$ cat src/rtl/tcap_pkg.sv
package tcap_pkg;

  typedef enum logic [2:0] {
    CM_OFF    = 3'b000,
    CM_ANY    = 3'b001,
    CM_FALL   = 3'b010,
    CM_RISE   = 3'b011,
    CM_RISE4  = 3'b100,
    CM_RISE16 = 3'b101,
    CM_ALT    = 3'b110,
    CM_RSVD   = 3'b111
  } cap_mode_e;

  typedef struct packed {
    logic      en;
    logic      frz;
    logic      sidl;
    logic      fedge;
    logic      wide;
    logic      sel_a;
    logic [1:0] irate;
    cap_mode_e mode;
  } cap_cfg_t;

  localparam int unsigned POS_EN    = 15;
  localparam int unsigned POS_FRZ   = 14;
  localparam int unsigned POS_SIDL  = 13;
  localparam int unsigned POS_FEDGE = 9;
  localparam int unsigned POS_WIDE  = 8;
  localparam int unsigned POS_SEL   = 7;
  localparam int unsigned POS_RATE  = 5;
  localparam int unsigned POS_OVF   = 4;
  localparam int unsigned POS_NE    = 3;

endpackage

$ cat src/rtl/tcap_edge.sv
module tcap_edge
  import tcap_pkg::*;
#(
  parameter int unsigned PRE_SHORT = 4,
  parameter int unsigned PRE_LONG  = 16
) (
  input  logic      clk,
  input  logic      rst_n,
  input  logic      clr,
  input  logic      run,
  input  logic      alt_init,
  input  logic      pin,
  input  cap_mode_e mode,
  output logic      evt
);
  localparam int unsigned PW = $clog2(PRE_LONG);
  localparam logic [PW-1:0] LIM_S = PW'(PRE_SHORT - 1);
  localparam logic [PW-1:0] LIM_L = PW'(PRE_LONG - 1);

  logic          pin_q;
  logic          rise, fall;
  logic [PW-1:0] pre_q, pre_d, lim;
  logic          alt_q, alt_d;

  assign rise = pin & ~pin_q;
  assign fall = ~pin & pin_q;
  assign lim  = (mode == CM_RISE4) ? LIM_S : LIM_L;

  always_comb begin
    evt   = 1'b0;
    pre_d = pre_q;
    alt_d = alt_q;
    if (run) begin
      unique case (mode)
        CM_ANY:  evt = rise | fall;
        CM_FALL: evt = fall;
        CM_RISE: evt = rise;
        CM_RISE4, CM_RISE16: begin
          if (rise) begin
            if (pre_q == lim) begin
              evt   = 1'b1;
              pre_d = '0;
            end else begin
              pre_d = pre_q + 1'b1;
            end
          end
        end
        CM_ALT: begin
          if (alt_q ? rise : fall) begin
            evt   = 1'b1;
            alt_d = ~alt_q;
          end
        end
        default: evt = 1'b0;
      endcase
    end
  end

  always_ff @(posedge clk) begin
    if (!rst_n) begin
      pin_q <= 1'b0;
      pre_q <= '0;
      alt_q <= 1'b0;
    end else begin
      pin_q <= pin;
      if (clr) begin
        pre_q <= '0;
        alt_q <= alt_init;
      end else begin
        pre_q <= pre_d;
        alt_q <= alt_d;
      end
    end
  end

endmodule

$ cat src/rtl/tcap_fifo.sv
module tcap_fifo #(
  parameter int unsigned W     = 32,
  parameter int unsigned DEPTH = 4
) (
  input  logic         clk,
  input  logic         rst_n,
  input  logic         flush,
  input  logic         push,
  input  logic         pop,
  input  logic [W-1:0] din,
  output logic [W-1:0] dout,
  output logic         empty,
  output logic         full
);
  localparam int unsigned AW = $clog2(DEPTH);
  localparam logic [AW-1:0] LAST = AW'(DEPTH - 1);
  localparam logic [AW:0]   CAP  = (AW+1)'(DEPTH);

  logic [W-1:0]  mem [DEPTH];
  logic [AW-1:0] wp, rp;
  logic [AW:0]   cnt;

  assign empty = (cnt == '0);
  assign full  = (cnt == CAP);
  assign dout  = mem[rp];

  always_ff @(posedge clk) begin
    if (push) mem[wp] <= din;
  end

  always_ff @(posedge clk) begin
    if (!rst_n || flush) begin
      wp  <= '0;
      rp  <= '0;
      cnt <= '0;
    end else begin
      if (push) wp <= (wp == LAST) ? '0 : wp + 1'b1;
      if (pop)  rp <= (rp == LAST) ? '0 : rp + 1'b1;
      case ({push, pop})
        2'b10:   cnt <= cnt + 1'b1;
        2'b01:   cnt <= cnt - 1'b1;
        default: cnt <= cnt;
      endcase
    end
  end

endmodule

$ cat src/rtl/tcap_irq.sv
module tcap_irq #(
  parameter int unsigned RW = 2
) (
  input  logic          clk,
  input  logic          rst_n,
  input  logic          clr,
  input  logic          push,
  input  logic [RW-1:0] rate,
  output logic          irq
);
  logic [RW-1:0] cnt;
  logic          hit;

  assign hit = push & (cnt == rate);

  always_ff @(posedge clk) begin
    if (!rst_n || clr) begin
      cnt <= '0;
      irq <= 1'b0;
    end else begin
      irq <= hit;
      if (hit)       cnt <= '0;
      else if (push) cnt <= cnt + 1'b1;
    end
  end

endmodule

$ cat src/rtl/tcap_unit.sv
module tcap_unit
  import tcap_pkg::*;
#(
  parameter int unsigned TW    = 16,
  parameter int unsigned DEPTH = 4
) (
  input  logic            clk,
  input  logic            rst_n,
  input  logic            cfg_we,
  input  logic [31:0]     cfg_wdata,
  output logic [31:0]     cfg_rdata,
  input  logic            dbg_mode,
  input  logic            cpu_idle,
  input  logic [TW-1:0]   tmr_a,
  input  logic [TW-1:0]   tmr_b,
  input  logic            cap_pin,
  output logic            rd_valid,
  input  logic            rd_ready,
  output logic [2*TW-1:0] rd_data,
  output logic            irq
);
  localparam int unsigned CAPW = 2 * TW;

  cap_cfg_t        cfg_q;
  logic            ovf_q;
  logic            halt, run, clr, alt_init;
  logic            evt, push, pop, full, empty;
  logic [CAPW-1:0] cap_val;

  always_ff @(posedge clk) begin
    if (!rst_n) begin
      cfg_q <= '0;
    end else if (cfg_we) begin
      cfg_q.en    <= cfg_wdata[POS_EN];
      cfg_q.sidl  <= cfg_wdata[POS_SIDL];
      cfg_q.fedge <= cfg_wdata[POS_FEDGE];
      cfg_q.wide  <= cfg_wdata[POS_WIDE];
      cfg_q.sel_a <= cfg_wdata[POS_SEL];
      cfg_q.irate <= cfg_wdata[POS_RATE+1:POS_RATE];
      cfg_q.mode  <= cap_mode_e'(cfg_wdata[2:0]);
      if (dbg_mode) cfg_q.frz <= cfg_wdata[POS_FRZ];
    end
  end

  assign halt     = (cfg_q.frz & dbg_mode) | (cfg_q.sidl & cpu_idle);
  assign run      = cfg_q.en & ~halt & ~cfg_we;
  assign clr      = cfg_we | ~cfg_q.en;
  assign alt_init = cfg_we ? cfg_wdata[POS_FEDGE] : cfg_q.fedge;

  tcap_edge u_edge (
    .clk      (clk),
    .rst_n    (rst_n),
    .clr      (clr),
    .run      (run),
    .alt_init (alt_init),
    .pin      (cap_pin),
    .mode     (cfg_q.mode),
    .evt      (evt)
  );

  assign cap_val = cfg_q.wide  ? {tmr_b, tmr_a} :
                   cfg_q.sel_a ? {{TW{1'b0}}, tmr_a} : {{TW{1'b0}}, tmr_b};

  assign rd_valid = ~empty;
  assign pop      = rd_valid & rd_ready;
  assign push     = evt & (~full | pop);

  tcap_fifo #(.W(CAPW), .DEPTH(DEPTH)) u_fifo (
    .clk   (clk),
    .rst_n (rst_n),
    .flush (~cfg_q.en),
    .push  (push),
    .pop   (pop),
    .din   (cap_val),
    .dout  (rd_data),
    .empty (empty),
    .full  (full)
  );

  always_ff @(posedge clk) begin
    if (!rst_n || !cfg_q.en)   ovf_q <= 1'b0;
    else if (pop)              ovf_q <= 1'b0;
    else if (evt && full)      ovf_q <= 1'b1;
  end

  tcap_irq #(.RW(2)) u_irq (
    .clk   (clk),
    .rst_n (rst_n),
    .clr   (clr),
    .push  (push),
    .rate  (cfg_q.irate),
    .irq   (irq)
  );

  always_comb begin
    cfg_rdata                            = '0;
    cfg_rdata[POS_EN]                    = cfg_q.en;
    cfg_rdata[POS_FRZ]                   = cfg_q.frz & dbg_mode;
    cfg_rdata[POS_SIDL]                  = cfg_q.sidl;
    cfg_rdata[POS_FEDGE]                 = cfg_q.fedge;
    cfg_rdata[POS_WIDE]                  = cfg_q.wide;
    cfg_rdata[POS_SEL]                   = cfg_q.sel_a;
    cfg_rdata[POS_RATE+1:POS_RATE]       = cfg_q.irate;
    cfg_rdata[POS_OVF]                   = ovf_q;
    cfg_rdata[POS_NE]                    = ~empty;
    cfg_rdata[2:0]                       = cfg_q.mode;
  end

endmodule

$ cat config.mk
export PLATFORM = sky130hd
export DESIGN_NAME = tcap_unit
export DESIGN_NICKNAME = d
export VERILOG_FILES = /design/src/rtl/tcap_pkg.sv /design/src/rtl/tcap_edge.sv /design/src/rtl/tcap_fifo.sv /design/src/rtl/tcap_irq.sv /design/src/rtl/tcap_unit.sv
export SDC_FILE = /design/constraint.sdc
export NUM_CORES = 1
export LEC_CHECK = 0
export BUFFER_PORTS_ARGS = -buffer_cell sky130_fd_sc_hd__buf_4
export CAP_MARGIN = 20
export CORE_MARGIN = 5
export CORE_UTILIZATION = 59
export CTS_CLUSTER_DIAMETER = 200
export CTS_CLUSTER_SIZE = 25
export DETAILED_ROUTE_END_ITERATION = 6
export PLACE_DENSITY = 0.92
export SYNTH_ARGS = -nofsm -noshare
export SYNTH_HDL_FRONTEND = slang
export SYNTH_SLANG_ARGS = --single-unit
$ cat constraint.sdc
create_clock -name clk -period 7.05 [get_ports clk]
set_input_delay 1.41 -clock clk [delete_from_list [all_inputs] [get_ports clk]]
set_output_delay 1.41 -clock clk [all_outputs]
set_load 0.1 [all_outputs]
==> flow_summary_export.csv, run 1 <==
group,metric,value,unit
clock_network,cts.repair.resized,0,
finish,area_growth,19.31,%
logic_synthesis,syn_inst,417,
clock_network,clock_path_buffers,2,
logic_synthesis,synth_top_area_frac,0.5676,
setup_path,critPathLaunch,"cap_pin",
power,power.density,263.8,nW/um2
logic_synthesis,synth.most_common_cell,"edfxtp_1",
logic_synthesis,syn_area_per_cell,16.24,um2
global_routing,grt.met1_usage,0.2428,
drt,drt-total-wl,13220,um
global_routing,overflow,0,
logic_synthesis,synth_area,6771,um2
worst_hold_path,hp-class,"reg2reg",
setup_path,criticalPathCategory,"in2reg",
power,ir_drop,0.2049,mV
place,routabilityCongestion,0.7595,
global_routing,grt_max_degree,33,
timing,fin_crit,3.669,ns
drt,drc,0,
drt,ant_nets,0,
floorplanning,fp.dieH,117.1,um
floorplanning,dieArea,13720,um2
logic_synthesis,synthTopCellsByCount,"128 x edfxtp_1, 32 x buf_4, 32 x mux4_2",
logic_synthesis,async_reset_ff_frac,0,
logic_synthesis,ys_seq_elements,158,
clock_network,cts_tree,"done",
drt,wire_per_inst,20.00,um
clock_network,cts_sinks,158,
floorplanning,initial_core_util,0.5981,
logic_synthesis,synth.distinct_cells,51,
logic_synthesis,ys.warnings.count,0,
global_routing,grt_pass1_vias,3894,
logic_synthesis,synth_seq_area_share,0.6563,
setup_path,worst_ep_required_time,7.39,ns
logic_synthesis,synth_top_area_cell,"edfxtp_1",
clock_network,worstSkewPairLatency,0.41,ns
place,io_buffers,96,
clock_network,ctsHtreeMaxLevel,4,
timing,fmaxAchievable,272.5,MHz
setup_path,crit_chain,"buf_4 -> ha_1 -> mux2i_1 -> o22ai_1 -> a211oi_2 -> nor2_4 -> inv_2 -> ha_1 -> inv_1 -> fa_1 -> xor2_1 -> or3_1 -> a21oi_1",
timing,setup_viol,0,
finish,fin_area,8079,um2
place,placed_area,7457,um2
finish,fin_nets,586,
floorplanning,die_x,117.1,um
setup_path,crit_path_max_fanout,4,
setup_path,cp_common_cell,"ha_1",
timing,drv_slew,0,
setup_path,crit_slowest_cell,"a211oi_2",
flow_run,maxCapViolations,0,
clock_network,clk_pin_slew,0.06,ns
clock_network,cts-root-buf,"clkbuf_16",
place,dp_hpwl,8120,um
power,leakage,2.861,nW
status,status,"complete, no violations",
global_routing,grt_pass1_wl,20500,um
setup_path,reg2reg_from,"u_edge.pin_q",
global_routing,track_usage,0.2065,
global_routing,top_usage_layer,"met2",
floorplanning,coreArea,11320,um2
floorplanning,ioPinCount,137,
timing,tightest_slew,1.075,ns
setup_path,start_kind,"primary input",
timing,rsz0062_at_grt,"no",
setup_path,end_kind,"flip-flop",
drt,vias,3721,
timing,post-route-period-util,0.5204,
finish,diodes,0,
setup_path,slowest_delay,0.43,ns
finish,nFillCells,707,
clock_network,postCtsSetupBuffers,0,
drt,detail_route.vias_per_cell,5.629,
timing,fin_tns_setup,0,ns
drt,drtPass1Iterations,4,
logic_synthesis,synth-edff-count,128,
timing,finalHoldViolations,0,
global_routing,antenna_found_initial,0,
worst_hold_path,hold_start,"u_fifo.rp[1]",
global_routing,grt_util_met3,0.05707,
floorplanning,num_rows,39,
setup_path,arrival,4.00,ns
drt,drt-initial-drc-count,248,
timing,fin_skew,0.007552,ns
setup_path,r2r_slack,4.14,ns
global_routing,met2_usage,0.3663,
logic_synthesis,ys.flop_type,"edfxtp_1",
timing,maxSlewHeadroom,0.2823,
clock_network,cts_hold_buf,0,
logic_synthesis,synthTopCellsByArea,"edfxtp_1 57%, mux4_2 11%, dfxtp_1 8.9%",
clock_network,cts_made_buffers,17,
finish,drive_gt1_frac,0.3764,
## layout by cell type, fill, tap and decap left out, types with 3 or more instances in the layout
cell type,instances
nor3_1,4
clkinv_4,5
nand3_1,8
clkbuf_16,17
mux2_2,16
ha_1,9
buf_4,98
o21ai_0,3
inv_1,13
a21oi_1,10
nor2_1,10
bufinv_16,4
mux2i_1,13
nor3_2,3
mux4_2,32
or3_1,4
dfxtp_1,29
nor2b_1,12
and2_1,17
edfxtp_1,128
and3_2,4
conb_1,19
nand2_1,15
## state kept, by name (all words and copies together), names as in the netlist, named ones only
| register | flops |
|---|---|
| u_fifo.cnt | 3 |
| u_irq.cnt | 2 |
| u_irq.irq | 1 |
| u_edge.alt_q | 1 |
| u_fifo.rp | 2 |
| u_edge.pin_q | 1 |
| cfg_rdata | 10 |
| u_fifo.wp | 2 |
| ovf_q | 1 |
| u_edge.pre_q | 4 |
| u_fifo.mem | 128 |
| cfg_q | 1 |
## power breakdown
part	total, mW	switching (mW)	internal, mW
Sequential	1.02	0.00822	1.02
Clock	0.951	0.360	0.591
Combinational	0.157	0.112	0.0447
## worst paths after layout
kind              endpoint  cells past startpoint
max          u_fifo.cnt[2]                     13
min              flip-flop                      2
min reg2reg      flip-flop                      2
max reg2reg  u_fifo.cnt[2]                     13
## worst max-delay path: cells and delay by family
family / cells / cell delay, ns
compound gates: 3 / 0.74
xor+xnor: 1 / 0.16
fa+ha+maj: 3 / 0.86
buf+inv: 3 / 0.27
mux: 1 / 0.16
simple gates: 2 / 0.40
## cells by family after synthesis
group / Yosys count / share of synthesized area
AOI/OAI and AO/OA: 27 / 0.02661
adders and majority gates: 10 / 0.01959
DFF: 158 / 0.6563
and+or+nand+nor: 95 / 0.08666
buffers and inverters: 61 / 0.05285
xor gates and xnor gates: 4 / 0.005175
muxes: 61 / 0.1523
other: 1 / 0.0005538
## routing by layer
layer	vias to the layer above	wire [um]
met5	-	0
met4	0	189
met3	17	852
met2	132	7268
met1	1854	4911
li1	1718	-
## through the flow
step	setup WS (ns)	std cells	util	hold WS (ns)	power (mW)
2_1_floorplan	3.364	435	-	0.4541	1.170
3_3_place_gp	3.098	629	0.6587	0.4663	1.194
3_5_place_dp	2.960	629	0.6587	0.4816	1.199
4_1_cts	3.394	661	0.7136	0.4909	2.144
5_1_grt	3.262	661	0.7136	0.5251	2.202
6_report	3.381	661	0.7136	0.4950	2.131
## layout make-up
cell class / count / area (um2) / area share
clock buffer: 17 / 425.4 / 0.05266
clock inverter: 15 / 196.4 / 0.02431
inverter: 14 / 52.55 / 0.006505
multi-input combinational: 216 / 2044 / 0.2531
sequential: 158 / 4446 / 0.5503
tap: 143 / 178.9 / 0.02215
timing repair buffer: 98 / 735.7 / 0.09106
Note: power is estimated with default switching activity, not from simulation.
==> inputs of run 2 (changes only) <==
Settings changed: CORE_UTILIZATION 59 to 50, PLACE_DENSITY 0.92 to 0.84.
Clock period 7.05 ns to 3.2 ns, I/O delays scaled along.
==> flow_summary_export.csv, run 2 (synthesis results as in run 1) <==
group,metric,value,unit
clock_network,worstSkewPairLatency,0.41,ns
floorplanning,ioPinCount,137,
global_routing,overflow,0,
timing,rsz0062_at_grt,"no",
finish,fin_nets,594,
worst_hold_path,hold_start,"cap_pin",
power,ir_drop,0.2809,mV
floorplanning,coreArea,13240,um2
global_routing,grt_pass1_vias,4017,
setup_path,crit_chain,"inv_1 -> ha_1 -> mux2i_1 -> o22ai_1 -> a211oi_2 -> nor2_4 -> inv_2 -> ha_1 -> inv_1 -> fa_1 -> xor2_1 -> or3_1 -> a21oi_1",
clock_network,clock_path_buffers,2,
timing,setup_slack,0.4441,ns
floorplanning,initial_core_util,0.5113,
floorplanning,fp.dieH,126.4,um
finish,regMostFlops,"u_fifo.mem",
timing,fin_crit,2.756,ns
drt,drtPass1Iterations,4,
worst_hold_path,hp-class,"in2reg",
setup_path,start_kind,"flip-flop",
clock_network,ctsHtreeMaxLevel,4,
place,place_ws,0.03525,ns
finish,mostFrequentLayoutCells,"128 x edfxtp_1, 101 x buf_4, 32 x mux4_2",
timing,fmaxAchievable,362.9,MHz
floorplanning,dieArea,15970,um2
timing,finalHoldViolations,0,
timing,fin_skew,0.008112,ns
floorplanning,die_x,126.4,um
global_routing,grt_max_degree,33,
drt,drt-total-wl,12710,um
drt,drt-initial-drc-count,206,
drt,drc,0,
global_routing,track_usage,0.1636,
clock_network,cts_sinks,158,
setup_path,worst_ep_required_time,3.54,ns
power,power.density,555.5,nW/um2
timing,whs,0.4604,ns
flow_run,maxCapViolations,0,
drt,vias,3751,
timing,drv_slew,0,
global_routing,grt_pass1_wl,20170,um
timing,fin_tns_setup,0,ns
worst_hold_path,hold_path_depth,2,
place,dp_hpwl,8464,um
setup_path,timing.rr.end,"u_fifo.cnt[2]",
worst_hold_path,hold_end,"u_edge.pin_q",
finish,nFillCells,986,
setup_path,reg2reg_from,"u_edge.pin_q",
timing,setup_viol,0,
clock_network,cts_hold_buf,0,
finish,layout_commonest_cell,"edfxtp_1",
clock_network,cts_made_buffers,17,
clock_network,cts_tree,"done",
setup_path,slowest_delay,0.43,ns
clock_network,postCtsSetupBuffers,0,
clock_network,cts-root-buf,"clkbuf_16",
setup_path,ff2ff_path_depth,13,
drt,wire_per_inst,18.15,um
finish,area_growth,21.06,%
setup_path,crit_slowest_cell,"fa_1",
setup_path,r2r_slack,0.44,ns
clock_network,clk_pin_slew,0.06,ns
setup_path,criticalPathCategory,"reg2reg",
place,io_buffers,96,
floorplanning,num_rows,42,
status,status,"complete, no violations",
power,leakage,2.893,nW
finish,largest_reg_flops,128,
timing,post-route-period-util,0.8612,
global_routing,antenna_found_initial,0,
place,routabilityCongestion,0.7477,
timing,maxSlewHeadroom,0.5150,
finish,diodes,0,
timing,tightest_slew,0.7265,ns
drt,detail_route.vias_per_cell,5.359,
drt,ant_nets,0,
setup_path,end_kind,"flip-flop",
finish,drive_gt1_frac,0.3817,
clock_network,cts.repair.resized,0,
setup_path,arrival,3.10,ns
setup_path,crit_path_max_fanout,4,
## run 2: final cells by class
class                   instances  area [um2]  area share
repair buffers                106       858.3      0.1047
clock inverters                11       142.6     0.01740
flip-flops and latches        158        4447      0.5424
clock buffers                  19       432.9     0.05281
multi-input cells             216        2044      0.2494
inverters                      14       52.55    0.006410
well taps                     176       220.2     0.02686
## run 2: per-layer routing
| metal | track usage | vias to the layer above | part of all wire |
|---|---|---|---|
| li1 | - | 1728 | - |
| met1 | 0.1921 | 1891 | 0.39 |
| met2 | 0.2908 | 119 | 0.54 |
| met3 | 0.04834 | 13 | 0.059 |
| met4 | 0.04921 | 0 | 0.0098 |
| met5 | 0 | - | 0 |
## run 2: metrics by stage
stage / util / total power, mW / area [um2] / instances
CTS: 0.6190 / 4.587 / 8198 / 700
global route: 0.6190 / 4.709 / 8198 / 700
finish: 0.6190 / 4.554 / 8198 / 700
global placement: 0.5756 / 2.634 / 7622 / 670
detailed placement: 0.5756 / 2.645 / 7622 / 670
floorplan: - / 2.578 / 6839 / 435
## run 2: worst max path at each step
stage,from,cells after the start,slack [ns],end
finish,u_edge.pin_q,13,0.44,u_fifo.cnt[2]
CTS,flip-flop,3,0.40,rd_data[15]
global placement,cap_pin,13,0.13,u_fifo.cnt[2]
global route,u_edge.pin_q,13,0.29,u_fifo.cnt[2]
floorplan,cap_pin,12,0.28,u_fifo.cnt[2]
detailed placement,cap_pin,13,0.04,u_fifo.cnt[2]
## run 2: critical path: cells and delay by family, from the launching register on
kind                     cells  cell delay [ns]
AO/OA/AOI/OAI                3             0.63
XOR/XNOR                     1             0.16
adder cells (fa/ha/maj)      3             0.84
buffers and inverters        3             0.19
flip-flops                   1             0.33
multiplexers                 1             0.16
AND/OR/NAND/NOR              2             0.38
## run 2: report_power, final
group	internal [mW]	switching (mW)	leakage (nW)	total [mW]
clock network	1.21	0.740	0.270	1.95
registers	2.24	0.0180	1.38	2.25
logic	0.101	0.246	1.24	0.346
total	3.55	1.00	2.89	4.55
